==> src/rtl/dmf_pkg.sv <==
`timescale 1ns/1ps
package dmf_pkg;

    typedef enum logic {
        MODE_STD  = 1'b0,
        MODE_FWFT = 1'b1
    } dmf_mode_e;

    typedef struct packed {
        logic out_flag;
        logic in_flag;
        logic half_n;
    } dmf_flags_t;

    // Occupancy = words in storage plus the word held on the output.
    function automatic logic [15:0] occ_sum(input logic [15:0] mem_cnt, input logic held);
        return mem_cnt + {15'd0, held};
    endfunction

endpackage

==> src/rtl/dmf_storage.sv <==
`timescale 1ns/1ps
module dmf_storage #(
    parameter int DATA_W = 18,
    parameter int DEPTH  = 64,
    localparam int AW    = $clog2(DEPTH)
) (
    input  logic              clk,
    input  logic              we,
    input  logic [AW-1:0]     waddr,
    input  logic [DATA_W-1:0] wdata,
    input  logic [AW-1:0]     raddr,
    output logic [DATA_W-1:0] rdata
);
    logic [DATA_W-1:0] mem [DEPTH];

    always_ff @(posedge clk) begin
        if (we) mem[waddr] <= wdata;
    end

    assign rdata = mem[raddr];
endmodule

==> src/rtl/dmf_rt_seq.sv <==
`timescale 1ns/1ps
module dmf_rt_seq #(
    parameter int RT_CYCLES = 8
) (
    input  logic clk,
    input  logic clr,
    input  logic rt_req,
    input  logic rd_en,
    input  logic wr_en,
    output logic start,
    output logic busy
);
    localparam int CNTW = $clog2(RT_CYCLES + 1);
    localparam logic [CNTW-1:0] LOAD = CNTW'(RT_CYCLES);

    logic [CNTW-1:0] cnt;

    assign busy  = (cnt != '0);
    assign start = rt_req && !rd_en && !wr_en && !busy && !clr;

    always_ff @(posedge clk) begin
        if (clr)        cnt <= '0;
        else if (start) cnt <= LOAD;
        else if (busy)  cnt <= cnt - 1'b1;
    end


    rt_start_chk: assert property (@(posedge clk) disable iff (clr)
        $rose(busy) |-> $past(rt_req && !rd_en && !wr_en));
endmodule

==> src/rtl/dmf_flags.sv <==
`timescale 1ns/1ps
module dmf_flags
    import dmf_pkg::*;
#(
    parameter int DEPTH = 64,
    localparam int CW   = $clog2(DEPTH) + 1
) (
    input  dmf_mode_e    mode,
    input  logic [CW:0]  occ,
    input  logic         has_mem,
    input  logic         held,
    input  logic         busy,
    output dmf_flags_t   flags
);
    localparam logic [CW:0] FULL_OCC = (CW+1)'(DEPTH);
    localparam logic [CW:0] HALF_OCC = (CW+1)'(DEPTH / 2);

    logic is_full;
    assign is_full = (occ == FULL_OCC);

    always_comb begin
        if (mode == MODE_FWFT) begin
            flags.out_flag = !held;
            flags.in_flag  = is_full;
        end else begin
            flags.out_flag = has_mem && !busy;
            flags.in_flag  = !is_full;
        end
        flags.half_n = !(occ > HALF_OCC);
    end
endmodule

==> src/rtl/dual_mode_fifo.sv <==
`timescale 1ns/1ps
module dual_mode_fifo
    import dmf_pkg::*;
#(
    parameter int DATA_W    = 18,
    parameter int DEPTH     = 64,
    parameter int RT_CYCLES = 8
) (
    input  logic              clk,
    input  logic              mrst,
    input  logic              prst,
    input  logic              mode_sel,
    input  logic              wr_en,
    input  logic [DATA_W-1:0] wr_data,
    input  logic              rd_en,
    input  logic              rt_req,
    output logic [DATA_W-1:0] rd_data,
    output logic              out_flag,
    output logic              in_flag,
    output logic              half_n
);
    localparam int AW = $clog2(DEPTH);
    localparam int CW = AW + 1;
    localparam logic [CW:0] FULL_OCC = (CW+1)'(DEPTH);

    dmf_mode_e          mode_q;
    logic [CW-1:0]      wptr, rptr, mem_cnt;
    logic [CW:0]        occ;
    logic               held;
    logic               rst_any, has_mem, wr_ok, pop, drop;
    logic               rt_start, rt_busy;
    logic [DATA_W-1:0]  mem_rdata;
    dmf_flags_t         flags;

    assign rst_any = mrst || prst;
    assign mem_cnt = wptr - rptr;
    assign has_mem = (mem_cnt != '0);
    assign occ     = (CW+1)'(occ_sum(16'(mem_cnt), held));
    assign wr_ok   = wr_en && !rt_busy && (occ < FULL_OCC) && !rst_any;

    always_comb begin
        pop  = 1'b0;
        drop = 1'b0;
        if (!rt_busy) begin
            if (mode_q == MODE_FWFT) begin
                pop  = has_mem && (!held || rd_en);
                drop = !has_mem && rd_en && held;
            end else begin
                pop  = has_mem && rd_en;
            end
        end
    end

    dmf_storage #(.DATA_W(DATA_W), .DEPTH(DEPTH)) storage_i (
        .clk   (clk),
        .we    (wr_ok),
        .waddr (wptr[AW-1:0]),
        .wdata (wr_data),
        .raddr (rptr[AW-1:0]),
        .rdata (mem_rdata)
    );

    dmf_rt_seq #(.RT_CYCLES(RT_CYCLES)) rt_seq_i (
        .clk    (clk),
        .clr    (rst_any),
        .rt_req (rt_req),
        .rd_en  (rd_en),
        .wr_en  (wr_en),
        .start  (rt_start),
        .busy   (rt_busy)
    );

    dmf_flags #(.DEPTH(DEPTH)) flags_i (
        .mode    (mode_q),
        .occ     (occ),
        .has_mem (has_mem),
        .held    (held),
        .busy    (rt_busy),
        .flags   (flags)
    );

    always_ff @(posedge clk) begin
        if (rst_any) begin
            if (mrst) mode_q <= mode_sel ? MODE_FWFT : MODE_STD;
            wptr    <= '0;
            rptr    <= '0;
            held    <= 1'b0;
            rd_data <= '0;
        end else begin
            if (wr_ok) wptr <= wptr + 1'b1;
            if (rt_start) begin
                rptr <= '0;
                held <= 1'b0;
            end else if (pop) begin
                rptr    <= rptr + 1'b1;
                rd_data <= mem_rdata;
                held    <= (mode_q == MODE_FWFT);
            end else if (drop) begin
                held <= 1'b0;
            end
        end
    end

    assign out_flag = flags.out_flag;
    assign in_flag  = flags.in_flag;
    assign half_n   = flags.half_n;


    no_overflow_chk: assert property (@(posedge clk) disable iff (rst_any)
        occ <= FULL_OCC);


    read_hold_chk: assert property (@(posedge clk) disable iff (rst_any)
        (mode_q == MODE_STD && !has_mem) |=> $stable(rd_data));


    rt_rewind_chk: assert property (@(posedge clk) disable iff (rst_any)
        rt_start |=> (rptr == '0));


    wptr_step_chk: assert property (@(posedge clk) disable iff (rst_any)
        (!$past(rst_any) && wptr != $past(wptr)) |-> (wptr == CW'($past(wptr) + 1'b1)));
endmodule

==> config.mk <==
export PLATFORM = sky130hd
export DESIGN_NAME = dual_mode_fifo
export DESIGN_NICKNAME = d
export VERILOG_FILES = /design/src/rtl/dmf_pkg.sv /design/src/rtl/dmf_storage.sv /design/src/rtl/dmf_rt_seq.sv /design/src/rtl/dmf_flags.sv /design/src/rtl/dual_mode_fifo.sv
export SDC_FILE = /design/constraint.sdc
export NUM_CORES = 1
export LEC_CHECK = 0
export BUFFER_PORTS_ARGS = -buffer_cell sky130_fd_sc_hd__buf_2
export CAP_MARGIN = 20
export CORE_AREA = 2 2 425 427
export DETAILED_ROUTE_END_ITERATION = 10
export DIE_AREA = 0 0 427 429
export PLACE_DENSITY_LB_ADDON = 0.15
export SLEW_MARGIN = 20
export SYNTH_ARGS = -nofsm -noshare
export SYNTH_HDL_FRONTEND = slang
export SYNTH_SLANG_ARGS = --single-unit
export TNS_END_PERCENT = 100
==> constraint.sdc <==
create_clock -name clk -period 14.9 [get_ports clk]
set_input_delay 4.47 -clock clk [delete_from_list [all_inputs] [get_ports clk]]
set_output_delay 4.47 -clock clk [all_outputs]
set_load 0.03 [all_outputs]
[After elaboration in Yosys (flattened, before gate mapping)]
Memories as Yosys holds them, arrays and structs flattened. A register that Yosys moved wholly into a read port is not among the register bits.
Index checks and enable logic that the tools add are counted.
Cells by class
  divide/modulo/power cells: 0
  reduce and logical (&&, ||, !) cells: 29
  mux-type cells: 12
  magnitude comparators: 2
  equal/unequal tests: 1
  shift operators: 0
  bitwise logic cells: 1
  add/subtract/negate cells: 5
  $mul: 0
Operators with widths (count)
  $add 7x1->7 const B: 2
  $logic_and 1x1->1: 12
  $mux 1: 9
  $add 7x1->8: 1
  $eq 8x7->1 const B: 1
  $gt 8x6->1 const B: 1
  $logic_not 1->1: 8
  $lt 8x7->1 const B: 1
  $mux 4: 2
  $reduce_bool 7->1: 1
  $sub 7x7->7: 1
  $reduce_and 2->1: 2
  $reduce_bool 2->1: 2
  $reduce_bool 4->1: 1
  $sub 4x1->4 const B: 1
  $logic_or 1x1->1: 2
  $mux 2: 1
  $reduce_or 2->1: 1
  $not 1->1: 1
Word-level totals
  output and inout port bits: 21
  memories: 1
  memory bits (read-only): 0
  bits in latches: 0
  word-level logic and storage cells: 57
  input port bits: 25
  flip-flop bits (word level): 20
  memory bits (writable): 1152
Memory list
  storage_i.mem: words 64, width 18, read ports 1, clocked after memory_dff 1, write ports 1, line dmf_storage.sv:14  | logic [DATA_W-1:0] mem [DEPTH];

[Depth between registers and ports, before layout]
Gate-level depths: netlist of the first run.
  depth in word-level cells: 9
  gate-level depth with buffers: 13
  mapped depth without buffers: 11

[By module]
Synthesis of the first run repeated with hierarchy kept, for this count alone.
Second synthesis, totals
  cell total of the unflattened synthesis: 2183
  area total of the unflattened synthesis: 46495.8 um2
Modules (own cells, without submodules)
  dmf_storage: area each 44261.2 um2, cells each 1939, sequential area each 34593.2 um2, times used 1
  dual_mode_fifo: area each 1935.6 um2, cells each 211, sequential area each 690.7 um2, times used 1
  dmf_rt_seq: area each 229.0 um2, cells each 24, sequential area each 80.1 um2, times used 1
  dmf_flags: area each 70.1 um2, cells each 9, sequential area each 0.0 um2, times used 1

[Worst setup path before layout of the first run]
OpenSTA, ideal clock, no wires.
  path kind: register to output
  start point: register rptr[1]
  end point: output in_flag
  cell stages (with the launch flop): 13
  buffers on the path: 3
  required time: 10430 ps
  setup slack: 6989 ps
  arrival: 3441 ps
  path through: dfxtp_1 buf_2 buf_2 inv_2 buf_1 fa_1 a211oi_1 nor2_2 xnor2_1 nor3_1 nor3_1 a21oi_1 xnor2_1
On the way
  longest elaborated chain between the ends: 5
RTL lines
  start: declaration: line dual_mode_fifo.sv:27  | logic [CW-1:0] wptr, rptr, mem_cnt;
  start signal: assignment: line dual_mode_fifo.sv:95  | rptr <= rptr + 1'b1;
  $sub 7x7->7 (*): line dual_mode_fifo.sv:36  | assign mem_cnt = wptr - rptr;
  $add 7x1->8 (*): line dmf_pkg.sv:17  | return mem_cnt + {15'd0, held};
  $eq 8x7->1 (*): line dmf_flags.sv:19  | assign is_full = (occ == FULL_OCC);
  $logic_not 1->1: line dmf_flags.sv:27  | flags.in_flag = !is_full;
  $mux 2 (*): line dmf_flags.sv:22  | if (mode == MODE_FWFT) begin
  end: declaration: line dual_mode_fifo.sv:19  | output logic in_flag,
Mark *: on every way between the ends. The rest lies on a longest branch, timed or not.

[Worst setup path in the final report of the first run]
  start point: register rptr[0]
  end point: output in_flag
Same word-level chain as after synthesis.

==> reports/metrics.csv, run 1 <==
metric,value,unit
cts_made_buffers,137,
synth_seq_cells,1190,
fin_crit,8.906,ns
cts_resized,0,
core,178000,um^2
ff2ff_path_depth,10,
clock_latency,0.75,ns
hold_viol,0,
antenna_found_initial,7,
layout.nets,2421,
synth.distinct_cells,65,
drtIter0Drc,2489,
clkPwrFrac,0.408,
r2r-end,storage_i.mem[63][12],
hp-class,reg2reg,
arrival,4.44,ns
ir_drop,0.0001092,V
clkSlewWorstSetupHoldPaths,0.06,ns
report.final.slew_viol_count,0,
syn_nets,2296,
setup-violations-final,0,
ant_nets,0,
drive_above_1_share,0.2600,
worstReg2RegStart,rptr[0],
hp-start,wptr[6],
yosysSeqAreaShare,0.7645,
dr.pass1.iters,6,
cp_slowest_stage_delay,0.92,ns
cts_buffer_depth,3,
place.port_buffers,45,
end_kind,output pin,
yosys_warnings,0,
whs_path_depth,2,
p_int,6234,uW
cp-start-kind,flop,
grt_pass1_vias,23670,
multi_input_area,10630,um^2
ys.flop_type,edfxtp_1,
finClkSkew,0.01860,ns
row_count,155,
pwr-share-comb,0.144,
synth_area_leaders,"edfxtp_1, mux4_2, mux2i_1",
switching_share,0.2561,
cts_tree,yes,
place_congestion,0.8308,
seq_power_share,0.448,
syn_inst,2258,
fin_setup_tns,0,ns
fillers,17220,
cts_setup_buffers,0,
cts.sinks,1190,
p_sw,2146,uW
wirelength,144900,um
synth.top_cell.area_share,0.7485,
pin_count,46,
remaining_drc_errors,0,
reg2reg_slack,9.20,ns
hold_buffers,0,
cp_slowest_cell,dfxtp_4,
final_util,0.3053,
layout_commonest_cell,edfxtp_1,
layout_common_cells,"edfxtp_1, mux4_2, clkbuf_16, mux2i_1, a22oi_1",
grt_pass1_wl,198600,um
fmaxAchievable,112.3,MHz
path_max_fanout,44,
die_w,427,um
grt-ovfl-total,0,
synth_area,46260,um^2
ctsRootBufferMaster,clkbuf_16,
crit_type,reg2out,
async_flop_share,0,
regArea,35380,um^2
wire_per_inst,29.84,um
rsz0062_at_grt,false,
post-route-period-util,0.5977,
area_growth,17.51,%
grt_max_degree,109,
max_slew_margin,0.2280,
synth-edff-count,1153,
synth.avg_cell_area,20.49,um^2
yosysTopAreaCell,edfxtp_1,
crit_required,10.43,ns
min_to,wptr[6],
vias,23140,
maxCapViolCount,0,
crit_chain,"ha_1, inv_1, fa_1, a211oi_1, nor2_2, xnor2_1, nor4_2, nand3_1, a21oi_1, xnor2_1, buf_2",
powerDensity,154.2,nW/um^2
cts_max_level,4,
dieArea,183200,um^2
place_hpwl,88890,um
initial_core_util,0.2598,
cpMostUsedCell,xnor2_1,
status,"complete, no violations",
p_leak,0.01619,uW
routed_via_density,4.765,
globalRouteTotalUtil,0.1574,
die_h,429,um
tightestPinTransition,1.154,ns
-- metal layers --
metal | wire length [um] | GRT usage | vias up
met4 | 2993 | 0.04133 | 0
met5 | 0 | 0 | -
met2 | 69940 | 0.2545 | 729
met3 | 7364 | 0.02660 | 150
met1 | 64610 | 0.2185 | 12540
li1 | - | - | 9717
-- kinds of logic after synthesis --
kind of cell,Yosys count,synth area share
AO/OA/AOI/OAI,262,0.04079
XOR/XNOR,14,0.002651
adder cells (fa/ha/maj),13,0.003678
buffers and inverters,137,0.01315
flip-flops,1190,0.7645
multiplexers,376,0.1482
AND/OR/NAND/NOR,266,0.02702
-- synthesized netlist by cell type (8+ instances only) --
cell type / instances
mux2i_1: 127
a22o_1: 23
o22ai_1: 27
buf_2: 54
a22oi_1: 76
nor3_1: 24
a31oi_1: 11
mux4_2: 247
nand2_1: 61
nor4_1: 10
buf_1: 15
dfxtp_1: 37
o21ai_0: 24
ha_1: 12
edfxtp_1: 1153
nor2b_1: 8
inv_1: 17
a221oi_1: 19
clkbuf_1: 43
nor2_1: 100
nand3_1: 26
xnor2_1: 12
a21oi_1: 46
-- power by group through the flow --
| stage | Clock, uW | Sequential [uW] | Combinational (uW) |
|---|---|---|---|
| 2_1_floorplan | 0 | 3810 | 755 |
| 3_3_place_gp | 0 | 3830 | 1230 |
| 3_5_place_dp | 0 | 3830 | 1230 |
| 4_1_cts | 3500 | 3760 | 1230 |
| 5_1_grt | 3620 | 3760 | 1280 |
| 6_report | 3420 | 3750 | 1210 |
-- worst max-delay path by stage --
stage | from | endpoint | cells after the start
2_1_floorplan | rptr[1] | in_flag | 12
3_3_place_gp | rptr[0] | in_flag | 11
5_1_grt | rptr[0] | in_flag | 11
3_5_place_dp | rptr[0] | in_flag | 11
4_1_cts | rptr[0] | in_flag | 11
6_report | rptr[0] | in_flag | 11
-- critical path: cells and delay by family, from the launching register on --
family          cells  cell delay [ns]
simple gates        3             0.86
buf+inv             2             0.28
flops               1             0.92
compound gates      2             0.58
fa+ha+maj           2             0.71
xor+xnor            2             0.32
-- cell type report --
type / count / area share
clock buffers: 178 / 0.06901
well taps: 2355 / 0.05421
flip-flops and latches: 1190 / 0.6508
multi-input cells: 931 / 0.1956
clock inverters: 74 / 0.01512
inverters: 19 / 0.001312
repair buffers: 104 / 0.01374
diodes: 5 / 0.0002302
-- through the flow --
| step | hold WS, ns | instances | setup WS [ns] | power (uW) | instance area [um^2] |
|---|---|---|---|---|---|
| after floorplan | 0.4567 | 2258 | 6.989 | 4560 | 46260 |
| after global placement | 0.4719 | 4594 | 6.727 | 5056 | 49590 |
| after detailed placement | 0.4869 | 4596 | 6.652 | 5058 | 49630 |
| after CTS | 0.4896 | 4848 | 5.816 | 8492 | 54200 |
| after global routing | 0.5230 | 4851 | 5.556 | 8661 | 54350 |
| final | 0.4926 | 4856 | 5.994 | 8380 | 54360 |
-- flip-flops by register name (all words and copies together) (netlist names) --
signal and flops:
storage_i.mem 1152, rd_data 18, rptr 7, wptr 7, rt_seq_i.cnt 4, held 1, mode_q 1
Power figures use the tool's default switching activity.
==> run 2: changes to the inputs <==
ABC_AREA = 1   (was not set)
CORE_AREA = 2 2 438 440   (was 2 2 425 427)
DIE_AREA = 0 0 440 442   (was 0 0 427 429)
clock period = 7.8 ns   (was 14.9 ns; I/O delays follow)
==> run 2 against run 1 <==
  * Area after synthesis grew 6.3%
  * Routed wire length grew 18%
  * Power grew 120%
  * Count of clock-buffer cells in the layout grew 5
  * Register-to-register slack lost 6.5 ns
  * Clock power grew 80%
  * Critical endpoint unchanged
  * Largest power group unchanged
  * Highest routed layer is now met5
==> reports/metrics.csv, run 2 <==
metric,value,unit,change
die_h,442,um,+3.0%
grt-ovfl-total,0,,unchanged
hp-class,reg2reg,,
fmaxAchievable,155.1,MHz,
whs,0.5219,ns,+0.02928 ns
async_flop_share,0,,unchanged
clock_latency,0.79,ns,+0.04 ns
maxCapViolCount,0,,unchanged
max_slew_margin,0.2664,,+0.03840
ff2ff_path_depth,11,,+1
cts_tree,yes,,
layout_common_cells,"nand2_1, edfxtp_1, nor2_1, nand3_1, o21ai_0",,
crit_family,adder cells,,
place_hpwl,102200,um,+15%
initial_core_util,0.2595,,-0.0003512
globalRouteTotalUtil,0.1729,,+0.01553
yosys_warnings,0,,unchanged
die_w,440,um,+3.0%
routed_via_density,4.610,,-3.2%
fin_crit,6.448,ns,
cts_resized,0,,unchanged
regArea,35370,um^2,about the same
drive_above_1_share,0.09377,,-0.1662
report.final.slew_viol_count,0,,unchanged
grt_pass1_vias,31480,,+33%
layout_commonest_cell,nand2_1,,
multi_input_area,12440,um^2,+17%
yosysSeqAreaShare,0.7189,,-0.04560
yosysTopAreaCell,edfxtp_1,,
synth.avg_cell_area,11.51,um^2,-44%
drtIter0Drc,2941,,+18%
cts_setup_buffers,0,,unchanged
regMostFlops,storage_i.mem,,
wire_per_inst,24.76,um,-17%
worstReg2RegStart,rptr[1],,
synth.top_cell.area_share,0.7038,,-0.04464
synth.top_cells.by_count,"nand2_1, edfxtp_1, nor2_1, nand3_1, o21ai_0",,
fin_setup_tns,0,ns,unchanged
worst-path-buf-inv,3,,+1
remaining_drc_errors,0,,unchanged
cts_max_level,4,,unchanged
dieArea,194500,um^2,+6.2%
end_kind,output pin,,
syn_inst,4275,,+89%
ir_drop,0.0002172,V,+99%
synth_area,49190,um^2,+6.3%
largest_reg_flops,1152,,unchanged
post-synth-top-count-cell,nand2_1,,
dr.pass1.iters,6,,unchanged
antenna_found_initial,17,,+10
place_congestion,0.8397,,+1.1%
core,189600,um^2,+6.5%
whs_path_depth,2,,unchanged
synth-edff-count,1153,,unchanged
cp_slowest_cell,dfxtp_4,,
endpoint,in_flag,,
place.port_buffers,45,,unchanged
post-route-period-util,0.8266,,
hold_buffers,0,,unchanged
ys.flop_type,edfxtp_1,,
hold_viol,0,,unchanged
grt_pass1_wl,240300,um,+21%
area_growth,14.78,%,
cts_made_buffers,134,,-2.2%
crit_chain,"inv_8, fa_1, ha_1, inv_1, nor2_4, nand3_2, xor2_1, nor3_1, nand3_1, nand2_1, buf_2",,
critPathLaunch,rptr[1],,
layout.nets,4317,,+78%
syn_nets,4313,,+88%
row_count,160,,+3.2%
status,"complete, no violations",,
pin_count,46,,unchanged
arrival,4.11,ns,-0.33 ns
cts.sinks,1190,,unchanged
setup-violations-final,0,,unchanged
p_leak,0.01974,uW,+22%
synth.distinct_cells,37,,-43%
synth_seq_cells,1190,,unchanged
cp_slowest_stage_delay,0.71,ns,-0.21 ns
grt_max_degree,167,,+53%
ctsRootBufferMaster,clkbuf_16,,
reg2reg_slack,2.69,ns,-6.51 ns
path_depth,11,,unchanged
synth_area_leaders,"edfxtp_1, nand2_1, nand3_1",,
r2r-end,storage_i.mem[36][14],,
cp-start-kind,flop,,
wirelength,170900,um,+18%
cts_buffer_depth,3,,unchanged
largestRegisters,"storage_i.mem x1152, rd_data x18",,
finClkSkew,0.03237,ns,+0.01377 ns
clkSlewWorstSetupHoldPaths,0.06,ns,about the same
rsz0062_at_grt,false,,
crit_type,reg2out,,
path_max_fanout,80,,+82%
vias,31820,,+37%
crit_required,5.46,ns,-4.97 ns
fillers,19370,,+12%
tightestPinTransition,1.098,ns,-0.05600 ns
powerDensity,326.4,nW/um^2,+110%
ant_nets,0,,unchanged
-- run 2: changes by cell type in the layout (fill, tap and decap cells not counted), sizes merged, moves of 38 or more --
| cell | before | now |
|---|---|---|
| nor3 | 24 | 62 |
| nor2 | 102 | 513 |
| nand2 | 61 | 1243 |
| mux4 | 247 | 0 |
| o21ai | 25 | 256 |
| a22oi | 76 | 0 |
| inv | 26 | 117 |
| nand3 | 26 | 429 |
| o211ai | 8 | 69 |
| mux2i | 127 | 0 |
-- run 2: worst reg2reg max path: stages, from the launching register on --
cell,delay [ns]
dfxtp_4,0.71
inv_8,0.36
fa_1,0.73
ha_1,0.18
inv_1,0.07
nor2_4,0.11
nand3_2,0.13
nor2_4,0.11
nand3_2,0.07
nand2_2,0.25
nand4_4,0.85
nor3_4,1.13
-- run 2: metrics by stage --
step	total power, uW	worst slack [ns]	instances	util	area, um^2
after floorplan	10470	2.744	4275	-	49190
after global placement	12480	1.533	6652	0.2754	52210
after detailed placement	12450	1.525	6654	0.2756	52250
after CTS	18660	1.287	6894	0.2977	56440
after global routing	19320	1.120	6895	0.2977	56450
final	18430	1.352	6901	0.2978	56460
-- run 2: logic make-up (layout without fill, tap and decap cells) --
family                     count (synthesis)  count (layout)  share of synthesized area
DFF                                     1190            1190                     0.7189
AOI/OAI and AO/OA                        417             417                    0.04731
buffers and inverters                    362             470                    0.03335
and+or+nand+nor                         2279            2279                     0.1945
adders and majority gates                 13              13                   0.003459
other                                      0               7                          0
xor gates and xnor gates                  14              14                   0.002493
-- run 2: worst min path at each step --
stage | slack (ns) | endpoint | start
2_1_floorplan | 0.48 | rptr[6] | rptr[6]
3_3_place_gp | 0.50 | rptr[4] | rptr[4]
3_5_place_dp | 0.51 | rptr[5] | rptr[5]
4_1_cts | 0.52 | rptr[5] | rptr[5]
5_1_grt | 0.54 | rptr[5] | rptr[5]
6_report | 0.52 | rptr[5] | rptr[5]
-- run 2: layout make-up --
| class | instances | share of cell area |
|---|---|---|
| Antenna cell | 7 | 0.0003102 |
| Multi-Input combinational cell | 2723 | 0.2203 |
| Tap cell | 2511 | 0.05564 |
| Inverter | 115 | 0.008155 |
| Clock inverter | 57 | 0.008399 |
| Clock buffer | 183 | 0.06579 |
| Sequential cell | 1190 | 0.6265 |
| Timing Repair Buffer | 115 | 0.01487 |
-- run 2: per-layer routing --
metal / global-route usage / routed length (um) / up-vias
met4: 0.05240 / 4570 / 2
li1: - / - / 14860
met3: 0.02261 / 7494 / 189
met2: 0.2823 / 81830 / 782
met5: 0 / 13 / -
met1: 0.2382 / 76970 / 15980
-- run 2: power breakdown --
group	total (uW)	switching [uW]	internal, uW
combinational	5000	3810	1190
clock	6160	2620	3540
sequential	7270	184	7090
total	18400	6620	11800
==> run 3: changes to the inputs <==
clock period = 6.7 ns   (was 7.8 ns; I/O delays follow)
==> run 3 against run 2 <==
  * Non-clock buffer count is 21 higher
  * Combinational power rose by 21%
  * Power rose by 17%
  * Routed wire length down 3.4%
  * Register-to-register slack worse by 0.50 ns
  * Via count down 0.14%
  * Flip-flop and latch count stayed put
  * Critical path depth up 1
  * Count of clock-buffer cells in the layout is 1 lower
  * First-iteration DRC count down 6.2%
==> reports/metrics.csv, run 3 (synthesized netlist as in run 2, its figures left out) <==
metric,value,unit,change
p_int,13760,uW,+17%
setup-violations-final,0,,unchanged
post-route-period-util,0.8702,,
cts_tree,yes,,
cts_buffer_depth,3,,unchanged
max_slew_margin,0.2557,,-0.01070
total_power,21520,uW,+17%
vias,31770,,-0.14%
drtIter0Drc,2759,,-6.2%
antenna_found_initial,5,,-12
p_leak,0.01985,uW,+0.56%
cts_resized,0,,unchanged
fin_crit,5.830,ns,
hold_buffers,0,,unchanged
dr.pass1.iters,7,,+1
cp-start-kind,flop,,
cts_setup_buffers,0,,unchanged
grt-ovfl-total,0,,unchanged
powerDensity,379.9,nW/um^2,+16%
whs_path_depth,4,,+2
fin_setup_tns,0,ns,unchanged
ant_nets,0,,unchanged
initial_core_util,0.2595,,unchanged
row_count,160,,unchanged
globalRouteTotalUtil,0.1677,,-0.005266
clkPwrFrac,0.333,,about the same
layout_common_cells,"nand2_1, edfxtp_1, nor2_1, nand3_1, o21ai_0",,
regMostFlops,storage_i.mem,,
min_to,rd_data[0],,
core,189600,um^2,unchanged
rsz0062_at_grt,false,,
worstReg2RegStart,rptr[2],,
end_kind,output pin,,
arrival,3.82,ns,-0.29 ns
path_max_fanout,52,,-35%
grt_pass1_wl,236200,um,-1.7%
status,"complete, no violations",,
crit_chain,"inv_6, ha_1, a21oi_1, nand3_1, nand2_1, nand2_1, o21ai_0, nand2_1, nor3_1, nand3_1, nand2_1, buf_2",,
p_sw,7757,uW,+17%
wire_per_inst,23.83,um,-3.8%
die_h,442,um,unchanged
fmaxAchievable,171.5,MHz,
cts_made_buffers,136,,+1.5%
worst-path-buf-inv,2,,-1
place.port_buffers,45,,unchanged
ctsRootBufferMaster,clkbuf_16,,
cp_slowest_stage_delay,0.67,ns,-0.04 ns
reg2reg_slack,2.19,ns,-0.50 ns
ff2ff_path_depth,12,,+1
cpMostUsedCell,nand2_1,,
pwr-share-comb,0.280,,+0.009
largest_reg_flops,1152,,unchanged
r2r-end,storage_i.mem[11][13],,
cts.sinks,1190,,unchanged
pin_count,46,,unchanged
cp_slowest_cell,dfxtp_2,,
switching_share,0.3605,,+0.001369
place_hpwl,99730,um,-2.5%
crit_type,reg2out,,
clock_latency,0.78,ns,about the same
die_w,440,um,unchanged
grt_pass1_vias,31110,,-1.2%
area_growth,15.14,%,
hp-class,reg2reg,,
ir_drop,0.0003057,V,+41%
largestRegisters,"storage_i.mem x1152, rd_data x18",,
seq_power_share,0.387,,-0.008
tightestPinTransition,1.116,ns,+0.01871 ns
crit_required,4.69,ns,-0.77 ns
layout_commonest_cell,nand2_1,,
hold_viol,0,,unchanged
hp-start,rd_data[0],,
place_congestion,0.8927,,+6.3%
dieArea,194500,um^2,unchanged
report.final.slew_viol_count,0,,unchanged
cts_max_level,4,,unchanged
routed_via_density,4.588,,-0.49%
layout.nets,4340,,+0.53%
crit_family,simple AND/OR/NAND/NOR gates,,
drive_above_1_share,0.09773,,+0.003961
finClkSkew,0.03195,ns,-0.0004201 ns
grt_max_degree,172,,+3.0%
clkSlewWorstSetupHoldPaths,0.06,ns,about the same
wirelength,165000,um,-3.4%
remaining_drc_errors,0,,unchanged
maxCapViolCount,0,,unchanged
[run 3: changes by cell type in the layout (fill, tap and decap cells not counted), sizes merged]
cell | previous run | this run
bufinv | 6 | 5
clkinv | 49 | 55
buf | 115 | 136
clkinvlp | 0 | 2
clkbuf | 183 | 182
diode | 7 | 4
[run 3: layer usage]
layer,wire [um],up-vias,GRT usage,share of wire
li1,-,14920,-,-
met1,76930,15940,0.2391,0.47
met2,77790,725,0.2689,0.47
met3,6855,183,0.02065,0.042
met4,3434,0,0.04273,0.021
met5,0,-,0,0
[run 3: through the flow]
| stage | std cells | hold WS (ns) | cell area [um^2] | util | worst slack [ns] |
|---|---|---|---|---|---|
| finish | 6925 | 0.5070 | 56640 | 0.2988 | 0.8698 |
| CTS | 6920 | 0.5127 | 56620 | 0.2986 | 0.7548 |
| global placement | 6674 | 0.4948 | 52420 | 0.2765 | 1.435 |
| floorplan | 4275 | 0.4778 | 49190 | - | 1.974 |
| detailed placement | 6674 | 0.5034 | 52420 | 0.2765 | 1.417 |
| global route | 6921 | 0.5345 | 56630 | 0.2987 | 0.5792 |
[run 3: final cells by class]
type	instances	area [um^2]
Antenna cell	4	10.01
Clock inverter	64	464.2
Fill cell	19370	132900
Sequential cell	1190	35370
Multi-Input combinational cell	2723	12440
Clock buffer	182	3734
Timing Repair Buffer	136	1018
Inverter	115	462.9
Tap cell	2511	3142
[run 3: how the worst max path moves through the flow]
stage	start	end	slack, ns	cells after the start
after floorplan	prst	storage_i.mem[56][0]	1.97	5
after global placement	prst	storage_i.mem[11][15]	1.44	7
after detailed placement	prst	storage_i.mem[11][4]	1.42	7
after CTS	rptr[2]	in_flag	0.75	14
after global routing	rptr[2]	in_flag	0.58	14
final	rptr[2]	in_flag	0.87	12
[run 3: tightest hold or removal path, stage by stage (launching register included)]
cell     delay, ns
dfxtp_1       0.30
inv_1         0.04
nand2_1       0.04
nand2_1       0.05
nor2_1        0.03
[run 3: power groups by stage]
stage	combinational [uW]	sequential [uW]	clock, uW
3_3_place_gp	6160	8480	0
3_5_place_dp	6130	8480	0
6_report	6030	8320	7170
2_1_floorplan	3640	8550	0
4_1_cts	6150	8330	7360
5_1_grt	6630	8330	7620
